--- config.mk ---
export PLATFORM = sky130hd
export DESIGN_NAME = rx_ts_linearizer
export DESIGN_NICKNAME = d
export VERILOG_FILES = /design/src/rtl/rxts_pkg.sv /design/src/rtl/rxts_pipe_reg.sv /design/src/rtl/rxts_phase_align.sv /design/src/rtl/rxts_coarse_pick.sv /design/src/rtl/rxts_sec_wrap.sv /design/src/rtl/rx_ts_linearizer.sv
export SDC_FILE = /design/constraint.sdc
export NUM_CORES = 1
export LEC_CHECK = 0
export BUFFER_PORTS_ARGS = -buffer_cell sky130_fd_sc_hd__buf_2
export CAP_MARGIN = 25
export CORE_UTILIZATION = 50
export DETAILED_ROUTE_END_ITERATION = 10
export PLACE_DENSITY = 0.74
export SYNTH_ARGS = -nofsm -noshare
export SYNTH_HDL_FRONTEND = slang
export SYNTH_SLANG_ARGS = --single-unit
--- constraint.sdc ---
create_clock -name clk -period 7.5 [get_ports clk]
set_input_delay 0 -clock clk [delete_from_list [all_inputs] [get_ports clk]]
set_output_delay 0 -clock clk [all_outputs]
set_load 0.02 [all_outputs]
--- src/rtl/rxts_pkg.sv ---
package rxts_pkg;

   localparam int unsigned NS_PER_SEC = 1_000_000_000;

   typedef enum logic {
      EDGE_RISE = 1'b0,
      EDGE_FALL = 1'b1
   } edge_sel_e;

endpackage

--- src/rtl/rxts_pipe_reg.sv ---
module rxts_pipe_reg #(
   parameter int W = 8
) (
   input  logic         clk,
   input  logic         rst,
   input  logic         vin,
   input  logic [W-1:0] din,
   output logic         vout,
   output logic [W-1:0] dout
);

   always_ff @(posedge clk) begin
      if (rst) vout <= 1'b0;
      else     vout <= vin;
   end

   always_ff @(posedge clk) begin
      if (vin) dout <= din;
   end

endmodule

--- src/rtl/rxts_phase_align.sv ---
module rxts_phase_align
   import rxts_pkg::*;
#(
   parameter int PERIOD_PS = 8000,
   parameter int PHASE_W   = 32,
   localparam int IW       = PHASE_W + 2
) (
   input  logic signed [PHASE_W-1:0] raw_phase,
   input  logic        [PHASE_W-1:0] trans_point,
   output logic signed [IW-1:0]      phase_rise,
   output logic signed [IW-1:0]      phase_fall,
   output edge_sel_e                 edge_sel
);

   localparam logic signed [IW-1:0] PER  = IW'(PERIOD_PS);
   localparam logic signed [IW-1:0] HALF = IW'(PERIOD_PS / 2);
   localparam logic signed [IW-1:0] Q1   = IW'(PERIOD_PS / 4);
   localparam logic signed [IW-1:0] Q3   = IW'((3 * PERIOD_PS) / 4);

   logic signed [IW-1:0] raw_ext;
   logic signed [IW-1:0] tp_ext;
   logic signed [IW-1:0] diff;
   logic signed [IW-1:0] diff_half;

   always_comb begin
      raw_ext   = {{2{raw_phase[PHASE_W-1]}}, raw_phase};
      tp_ext    = {2'b00, trans_point};
      diff      = raw_ext - tp_ext;
      diff_half = diff + HALF;

      phase_rise = (diff < 0) ? diff + PER : diff;

      if (diff_half < 0)         phase_fall = diff_half + PER;
      else if (diff_half >= PER) phase_fall = diff_half - PER;
      else                       phase_fall = diff_half;

      edge_sel = ((phase_rise > Q3) || (phase_rise < Q1)) ? EDGE_FALL : EDGE_RISE;
   end

endmodule

--- src/rtl/rxts_coarse_pick.sv ---
module rxts_coarse_pick
   import rxts_pkg::*;
#(
   parameter int PERIOD_PS = 8000,
   parameter int PHASE_W   = 32,
   parameter int NSEC_W    = 30,
   localparam int IW       = PHASE_W + 2,
   localparam int NW       = NSEC_W + 2
) (
   input  logic        [NSEC_W-1:0] nsec_rise,
   input  logic                     ahead,
   input  edge_sel_e                edge_sel,
   input  logic signed [IW-1:0]     phase_rise,
   input  logic signed [IW-1:0]     phase_fall,
   output logic signed [NW-1:0]     nsec_out,
   output logic signed [IW-1:0]     phase_out
);

   localparam logic signed [IW-1:0] PER  = IW'(PERIOD_PS);
   localparam logic signed [IW-1:0] HALF = IW'(PERIOD_PS / 2);
   localparam logic signed [NW-1:0] STEP = NW'(PERIOD_PS / 1000);

   logic signed [NW-1:0] ns_r;
   logic signed [NW-1:0] ns_f;
   logic signed [IW-1:0] ph_f_shift;

   always_comb begin
      ns_r       = {2'b00, nsec_rise};
      ns_f       = ahead ? ns_r - STEP : ns_r;
      ph_f_shift = phase_fall + HALF;

      if (edge_sel == EDGE_FALL) begin
         if (ph_f_shift >= PER) begin
            phase_out = ph_f_shift - PER;
            nsec_out  = ns_f + STEP;
         end else begin
            phase_out = ph_f_shift;
            nsec_out  = ns_f;
         end
      end else begin
         phase_out = phase_rise;
         nsec_out  = ns_r;
      end
   end

endmodule

--- src/rtl/rxts_sec_wrap.sv ---
module rxts_sec_wrap
   import rxts_pkg::*;
#(
   parameter int SEC_W  = 40,
   parameter int NSEC_W = 30,
   localparam int NW    = NSEC_W + 2
) (
   input  logic        [SEC_W-1:0]  sec_in,
   input  logic signed [NW-1:0]     nsec_in,
   output logic        [SEC_W-1:0]  sec_out,
   output logic        [NSEC_W-1:0] nsec_out
);

   localparam logic signed [NW-1:0] ONE_SEC = NW'(NS_PER_SEC);

   logic signed [NW-1:0] ns_fix;

   always_comb begin
      if (nsec_in >= ONE_SEC) begin
         ns_fix  = nsec_in - ONE_SEC;
         sec_out = sec_in + SEC_W'(1);
      end else if (nsec_in < 0) begin
         ns_fix  = nsec_in + ONE_SEC;
         sec_out = sec_in - SEC_W'(1);
      end else begin
         ns_fix  = nsec_in;
         sec_out = sec_in;
      end
      nsec_out = ns_fix[NSEC_W-1:0];
   end

endmodule

--- src/rtl/rx_ts_linearizer.sv ---
module rx_ts_linearizer
   import rxts_pkg::*;
#(
   parameter int PERIOD_PS = 8000,
   parameter int PHASE_W   = 32,
   parameter int NSEC_W    = 30,
   parameter int SEC_W     = 40
) (
   input  logic                      clk,
   input  logic                      rst,
   input  logic                      in_valid,
   input  logic        [SEC_W-1:0]   in_sec,
   input  logic        [NSEC_W-1:0]  in_nsec,
   input  logic                      in_ahead,
   input  logic signed [PHASE_W-1:0] in_raw_phase,
   input  logic        [PHASE_W-1:0] in_trans_point,
   output logic                      out_valid,
   output logic        [SEC_W-1:0]   out_sec,
   output logic        [NSEC_W-1:0]  out_nsec,
   output logic signed [PHASE_W-1:0] out_phase,
   output logic signed [PHASE_W-1:0] out_raw_phase
);

   localparam int IW  = PHASE_W + 2;
   localparam int NW  = NSEC_W + 2;
   localparam int S1W = SEC_W + NW + 2 * PHASE_W;
   localparam int S2W = SEC_W + NSEC_W + 2 * PHASE_W;

   // elaboration-time parameter checks
   if (PERIOD_PS <= 0 || (PERIOD_PS % 4000) != 0) begin : g_bad_period
      $error("PERIOD_PS must be a positive multiple of 4000");
   end
   if (NSEC_W < 30) begin : g_bad_nsec
      $error("NSEC_W must hold one second of nanoseconds");
   end
   if (PHASE_W < 4 || PHASE_W > 62 || longint'(PERIOD_PS) >= (64'sd1 <<< (PHASE_W - 2))) begin : g_bad_phase
      $error("PHASE_W too narrow for PERIOD_PS");
   end

   // stage 1: alignment and edge choice
   logic signed [IW-1:0] ph_rise, ph_fall, ph_sel;
   logic signed [NW-1:0] ns_sel;
   edge_sel_e            sel;

   rxts_phase_align #(.PERIOD_PS(PERIOD_PS), .PHASE_W(PHASE_W)) u_align (
      .raw_phase  (in_raw_phase),
      .trans_point(in_trans_point),
      .phase_rise (ph_rise),
      .phase_fall (ph_fall),
      .edge_sel   (sel)
   );

   rxts_coarse_pick #(.PERIOD_PS(PERIOD_PS), .PHASE_W(PHASE_W), .NSEC_W(NSEC_W)) u_pick (
      .nsec_rise (in_nsec),
      .ahead     (in_ahead),
      .edge_sel  (sel),
      .phase_rise(ph_rise),
      .phase_fall(ph_fall),
      .nsec_out  (ns_sel),
      .phase_out (ph_sel)
   );

   logic [S1W-1:0] s1_d, s1_q;
   logic           s1_v;

   assign s1_d = {in_sec, ns_sel, ph_sel[PHASE_W-1:0], in_raw_phase};

   rxts_pipe_reg #(.W(S1W)) u_s1 (
      .clk (clk),
      .rst (rst),
      .vin (in_valid),
      .din (s1_d),
      .vout(s1_v),
      .dout(s1_q)
   );

   // stage 2: second boundary fold
   logic        [SEC_W-1:0]   s1_sec, s2_sec;
   logic signed [NW-1:0]      s1_ns;
   logic        [NSEC_W-1:0]  s2_ns;
   logic        [PHASE_W-1:0] s1_ph, s1_raw;

   assign {s1_sec, s1_ns, s1_ph, s1_raw} = s1_q;

   rxts_sec_wrap #(.SEC_W(SEC_W), .NSEC_W(NSEC_W)) u_wrap (
      .sec_in  (s1_sec),
      .nsec_in (s1_ns),
      .sec_out (s2_sec),
      .nsec_out(s2_ns)
   );

   logic [S2W-1:0] s2_q;

   rxts_pipe_reg #(.W(S2W)) u_s2 (
      .clk (clk),
      .rst (rst),
      .vin (s1_v),
      .din ({s2_sec, s2_ns, s1_ph, s1_raw}),
      .vout(out_valid),
      .dout(s2_q)
   );

   assign {out_sec, out_nsec, out_phase, out_raw_phase} = s2_q;

endmodule

# After elaboration in Yosys (flattened, before gate mapping)
# Index checks and enable logic that the tools add are counted.
[totals]
regBits = 272
latchBits = 0
ramBits = 0
rom_bits = 0
inputBits = 138
output_inout_bits = 135
word_cells = 40
memories = 0
[classes]
add_sub_neg = 13
n_mul = 0
div = 0
magnitude_cmp = 8
eq_ne = 0
shift = 0
mux = 13
bitwise = 0
n_reduce_logical = 1
[op_table]
columns = ["op", "count"]
rows = [
  ["32-bit 2-to-1 mux", 4],
  ["34-bit 2-to-1 mux", 3],
  ["30-bit 2-to-1 mux", 3],
  ["40-bit 2-to-1 mux", 2],
  ["34-bit by 13-bit adder with 34-bit output, second input constant", 2],
  ["34-bit by 14-bit adder with 34-bit output, second input constant", 2],
  ["34-bit by 14-bit greater-or-equal comparator with 1-bit output, second input constant", 2],
  ["34-bit by 1-bit < comparator with 1-bit output, second input constant", 2],
  ["40-bit by 1-bit adder with 40-bit output, second input constant", 1],
  ["40-bit by 1-bit subtractor with 40-bit output, second input constant", 1],
  ["34-bit by 14-bit greater-than comparator with 1-bit output, second input constant", 1],
  ["34-bit by 12-bit < comparator with 1-bit output, second input constant", 1],
  ["32-bit by 33-bit subtractor with 34-bit output", 1],
  ["34-bit by 14-bit subtractor with 34-bit output, second input constant", 1],
  ["32-bit by 5-bit adder with 32-bit output, second input constant", 1],
  ["32-bit by 31-bit greater-or-equal comparator with 1-bit output, second input constant", 1],
  ["32-bit by 1-bit < comparator with 1-bit output, second input constant", 1],
  ["32-bit by 14-bit subtractor with 32-bit output, second input constant", 1],
  ["30-bit by 4-bit subtractor with 31-bit output, second input constant", 1],
  ["30-bit by 28-bit adder with 30-bit output, second input constant", 1],
  ["30-bit by 28-bit subtractor with 30-bit output, second input constant", 1],
  ["1-bit logical OR", 1],
  ["1-bit 2-to-1 mux", 1],
]

# Longest topological paths before layout
[depth]
word_depth = 9
mapped_depth = 34
mapped_depth_nobuf = 29

# Modules after synthesis
# A second synthesis with hierarchy kept.
[hier_totals]
hier_cells = 2023
hier_area_um2 = 19721.4
[by_module_without_submodules]
columns = ["mod", "n_inst", "cells_each", "area_per_inst_um2", "seq_area_each_um2"]
rows = [
  ["rxts_phase_align", 1, 776, 5171.2, 0.0],
  ["rxts_pipe_reg at u_s1", 1, 138, 4117.7, 4103.9],
  ["rxts_pipe_reg at u_s2", 1, 136, 4057.6, 4043.9],
  ["rxts_coarse_pick", 1, 605, 3983.8, 0.0],
  ["rxts_sec_wrap", 1, 368, 2391.0, 0.0],
]

# Worst setup path before layout
# Ideal clock, no wire load.
[synth_path]
kind = "input -> register"
startpoint = "input port in_trans_point[2]"
endpoint = "register u_s1.dout[46] (data pin)"
setup_ns = 0.262
t_arrival_ns = 7.255
required_ns = 7.238
slack_ns = -0.017
stages = 30
n_path_buf = 4
path_cell_list = "inv_1 > ha_1 > o211ai_2 > a21oi_4 > or3_1 > and2_1 > clkbuf_1 > ha_1 > nor4_2 > nand3_1 > o211ai_1 > clkbuf_1 > nor3_1 > nor4_1 > and4_4 > nand3_1 > nor4_2 > xnor2_1 > ha_1 > or3_1 > nor3_2 > o211ai_1 > and3_1 > or3_1 > or4b_4 > buf_6 > o21ai_1 > buf_2 > o21ai_1 > mux2_1"
[synth_via]
elab_cells_between_ends = 20
cone_classes = "add/sub (7); order compare (6); mux (6); reduce/logical (1)"
[synth_rtl]
columns = ["item", "line_no", "text"]
rows = [
  ["start: declaration", "rx_ts_linearizer.sv:16", "input logic [PHASE_W-1:0] in_trans_point,"],
  ["32-bit by 33-bit subtractor with 34-bit output *", "rxts_phase_align.sv:28", "diff = raw_ext - tp_ext;"],
  ["34-bit by 14-bit adder with 34-bit output / 34-bit by 1-bit < comparator with 1-bit output (equally long branches)", "rxts_phase_align.sv:31", "phase_rise = (diff < 0) ? diff + PER : diff;"],
  ["34-bit 2-to-1 mux *", "rxts_phase_align.sv:31", ""],
  ["net ph_rise[5]", "rx_ts_linearizer.sv:41", "logic signed [IW-1:0] ph_rise, ph_fall, ph_sel;"],
  ["34-bit by 14-bit greater-than comparator with 1-bit output / 34-bit by 12-bit < comparator with 1-bit output (equally long branches)", "rxts_phase_align.sv:37", "edge_sel = ((phase_rise > Q3) || (phase_rise < Q1)) ? EDGE_FALL : EDGE_RISE;"],
  ["1-bit logical OR *", "rxts_phase_align.sv:37", ""],
  ["1-bit 2-to-1 mux *", "rxts_phase_align.sv:37", ""],
  ["32-bit 2-to-1 mux *", "rxts_coarse_pick.sv:32", "if (edge_sel == EDGE_FALL) begin"],
  ["net ph_sel[14]", "rx_ts_linearizer.sv:41", ""],
  ["end signal: assignment", "rxts_pipe_reg.sv:18", "if (vin) dout <= din;"],
  ["end: declaration", "rxts_pipe_reg.sv:9", "output logic [W-1:0] dout"],
]
# The timed path passes the listed nets; every way through them passes the cells marked *.
# A chain may end at the register's enable or synchronous reset.

# Worst setup path in the final report
[layout_path]
startpoint = "input port in_trans_point[1]"
endpoint = "register u_s1.dout[93] (data pin)"
[layout_via]
elab_chain_len = 9
elab_cells_between_ends = 19
cone_classes = "add/sub (6); order compare (6); mux (6); reduce/logical (1)"
[layout_rtl]
columns = ["item", "line_no", "text"]
rows = [
  ["32-bit by 33-bit subtractor with 34-bit output *", "rxts_phase_align.sv:28", ""],
  ["34-bit by 13-bit adder with 34-bit output", "rxts_phase_align.sv:29", "diff_half = diff + HALF;"],
  ["34-bit by 14-bit subtractor with 34-bit output / 34-bit by 14-bit greater-or-equal comparator with 1-bit output (equally long branches)", "rxts_phase_align.sv:34", "else if (diff_half >= PER) phase_fall = diff_half - PER;"],
  ["34-bit 2-to-1 mux", "rxts_phase_align.sv:34", ""],
  ["34-bit 2-to-1 mux", "rxts_phase_align.sv:33", "if (diff_half < 0) phase_fall = diff_half + PER;"],
  ["34-bit by 13-bit adder with 34-bit output", "rxts_coarse_pick.sv:30", "ph_f_shift = phase_fall + HALF;"],
  ["34-bit by 14-bit greater-or-equal comparator with 1-bit output", "rxts_coarse_pick.sv:33", "if (ph_f_shift >= PER) begin"],
  ["32-bit 2-to-1 mux", "rxts_coarse_pick.sv:33", ""],
  ["30-bit 2-to-1 mux *", "rxts_coarse_pick.sv:32", ""],
  ["net ns_sel[29]", "rx_ts_linearizer.sv:42", "logic signed [NW-1:0] ns_sel;"],
]
# Marks and branches as above.

==> results_dict.tcl <==
set metrics [dict create \
    status "completed" \
    asyncSetResetFlopFracSynth 0 \
    routed_wl_um 62000 \
    synth_fp_nets 2164 \
    critPathMaxFanout 8 \
    fin_crit_sh 0.971 \
    max_stage_delay_ns 0.64 \
    gp_congestion 0.990 \
    vias_per_cell 5.87 \
    post_synth.cell_area_avg_sq_um 9.71 \
    die_x_um 198 \
    swShare 0.350 \
    syn-cell-area_sq_mm 0.0192 \
    fmax_mhz 137 \
    ys_seq_area_frac 0.425 \
    synth_top_cell_by_area "edfxtp_1" \
    slew_headroom 0.291 \
    netlist.area_leader.share 0.423 \
    grt_pass1_wl_um 96800 \
    clock_sinks 272 \
    maxCapViolCount 0 \
    synth.area.top_cells "edfxtp_1 (42%), xnor2_1 (5.9%), xor2_1 (4.5%)" \
    grt_use_total 0.312 \
    overflow 0 \
    drt_iter0_drc 1402 \
    maxSlewViolCount 0 \
    p_leak_nw 10.3 \
    rsz0062_at_grt "true" \
    worstSetupEndpointType "flop" \
    initial_core_util 0.508 \
    p_int_mw 3.76 \
    regArea_sq_mm 0.00815 \
    grt_pass1_vias 18300 \
    worst_skew_pair.late_latency_ns 0.61 \
    clockPowerShare 0.254 \
    cts_tree "done" \
    power_frac_seq 0.345 \
    area_delta_synth_final_pct 34.1 \
    combPwrFrac 0.401 \
    fillers 2877 \
    antenna_left 0 \
    die_area_sq_mm 0.0392 \
    required_ns 7.83 \
    drc 0 \
    die_h_um 198 \
    avgRoutedWirePerCell_um 19.5 \
    synth_common_cells "edfxtp_1 (270), nor2_1 (187), nand2_1 (146)" \
    hold_viol 0 \
    fin_nets 2829 \
    critPathKind "in2reg" \
    ys.flop_type "edfxtp_1" \
    hold_path_class "in2reg" \
    power_density_mw_per_mm2 225 \
    clock_skew_ns 0.0279 \
    critPathSlowestCell "or4b_4" \
    cts_max_path_buffers 3 \
    finalSetupViolCount 0 \
    coreArea_sq_mm 0.0378 \
    multi_input_comb_area_sq_mm 0.0107 \
    synth_cell_types 109 \
    min_period_ns 7.28 \
    vias 18700 \
    vdd_drop_max_uv 200 \
    synth_edf_count 270 \
    clkTransAtPathRegs_ns 0.06 \
    setup_tns_ns 0 \
    yosys.cell_count.top_type "edfxtp_1" \
    dp_slack_ns -0.211 \
    grt_max_degree 81 \
    arrival_ns 7.61 \
    cp-start-kind "input pin" \
    io_pins 273 \
    yosys_warnings 0 \
    cp_top_family "simple AND/OR/NAND/NOR gates" \
    syn_inst 1977 \
    hpwlAfterDp_um 45400 \
    worst_slack_ns 0.221 \
    synth-seq-cells 272 \
    crit_top_cell "buf_4" \
    drive_above_1_share 0.297 \
    drt-pass1-iter-count 6 \
    cts_max_level 1 \
    rows 71 \
    tightest_slew_ns 1.06 \
    antenna_found_initial 2 \
    cts_root_buffer "clkbuf_16" \
    io_buffers 272 \
    cts_buffers 30 \
    switchingPower_mw 2.02 \
    cp_num_buf_inv 6 \
]
## layer usage
layer  share of wire  global-route usage  up-vias
met4           0.029              0.0924        0
met3           0.071              0.0472      139
met1            0.42               0.399     8966
met5               0                   0        -
li1                -                   -     8798
met2            0.48               0.541      754
## logic make-up (layout without fill, tap and decap cells)
family	Yosys count	in the layout	share of synthesized area
AOI/OAI and AO/OA	441	441	0.166
xor gates and xnor gates	231	231	0.106
adders and majority gates	49	49	0.0323
buffers and inverters	154	840	0.0336
DFF	272	272	0.425
muxes	27	27	0.0145
other	0	2	0
and+or+nand+nor	803	803	0.222
## power by group through the flow
stage	Clock, mW	Sequential, mW	Combinational [mW]
after floorplan	0	2.09	1.18
after global placement	0	2.01	2.12
after detailed placement	0	2.02	2.14
after CTS	1.49	1.99	2.20
after global routing	1.54	2.01	2.51
final	1.47	2.00	2.32
## cell type report
class / instances / share of cell area
multi-input cells: 1551 / 0.417
repair buffers: 714 / 0.193
diodes: 2 / 0.000194
flip-flops and latches: 272 / 0.317
clock buffers: 32 / 0.0295
inverters: 73 / 0.0106
clock inverters: 21 / 0.00851
well taps: 511 / 0.0248
## metrics by stage
step	area, sq um	power (mW)	instances	utilization	hold WS, ns
after detailed placement	23200	4.16	2999	0.616	0.178
after global placement	23200	4.13	2999	0.616	0.177
after floorplan	19200	3.27	1977	-	0.0716
final	25700	5.78	3176	0.682	0.0440
after CTS	25300	5.69	3159	0.670	0.00681
after global routing	25700	6.06	3176	0.682	0.0525
## cells in the final DEF, fill, tap and decap left out, types with 29 or more instances in the layout
master	count
inv_1	72
nor4_1	34
and2_1	31
and3_1	29
o21ai_0	59
edfxtp_1	270
xnor2_1	128
a21oi_1	88
dlygate4sd3_1	107
buf_4	334
nor2_1	184
ha_1	46
clkbuf_16	30
nand2_1	145
nor3_1	73
xor2_1	93
or3_1	36
buf_2	271
nand4_1	41
nand3_1	66
## sequential cells by signal, summed over array words and instances (netlist names)
register and flops:
u_s1.vout 1, u_s2.vout 1, u_s2.dout 134, u_s1.dout 136
## timing repair
item / CTS / global route
hold buffers: 107 / 0
buffers inserted: 0 / 15
endpoints found under the setup margin: 0 / 55
gates resized for setup: 0 / 70
endpoints found under the hold margin: 141 / 0
## tightest hold or removal path: stages
cell and delay, ns:
buf_2 0.12, inv_1 0.09, fa_1 0.18, inv_1 0.06
## path summary, 6_finish.rpt
| kind | to | depth (start not counted) | startpoint | slack [ns] |
|---|---|---|---|---|
| max | u_s1.dout[93] | 31 | in_trans_point[1] | 0.22 |
| min reg2reg | u_s2.dout[52] | 0 | u_s1.dout[52] | 0.41 |
| max reg2reg | u_s2.dout[131] | 20 | u_s1.dout[75] | 1.87 |
| min | u_s1.dout[33] | 4 | in_raw_phase[1] | 0.04 |
(Power assumes the default switching activity.)
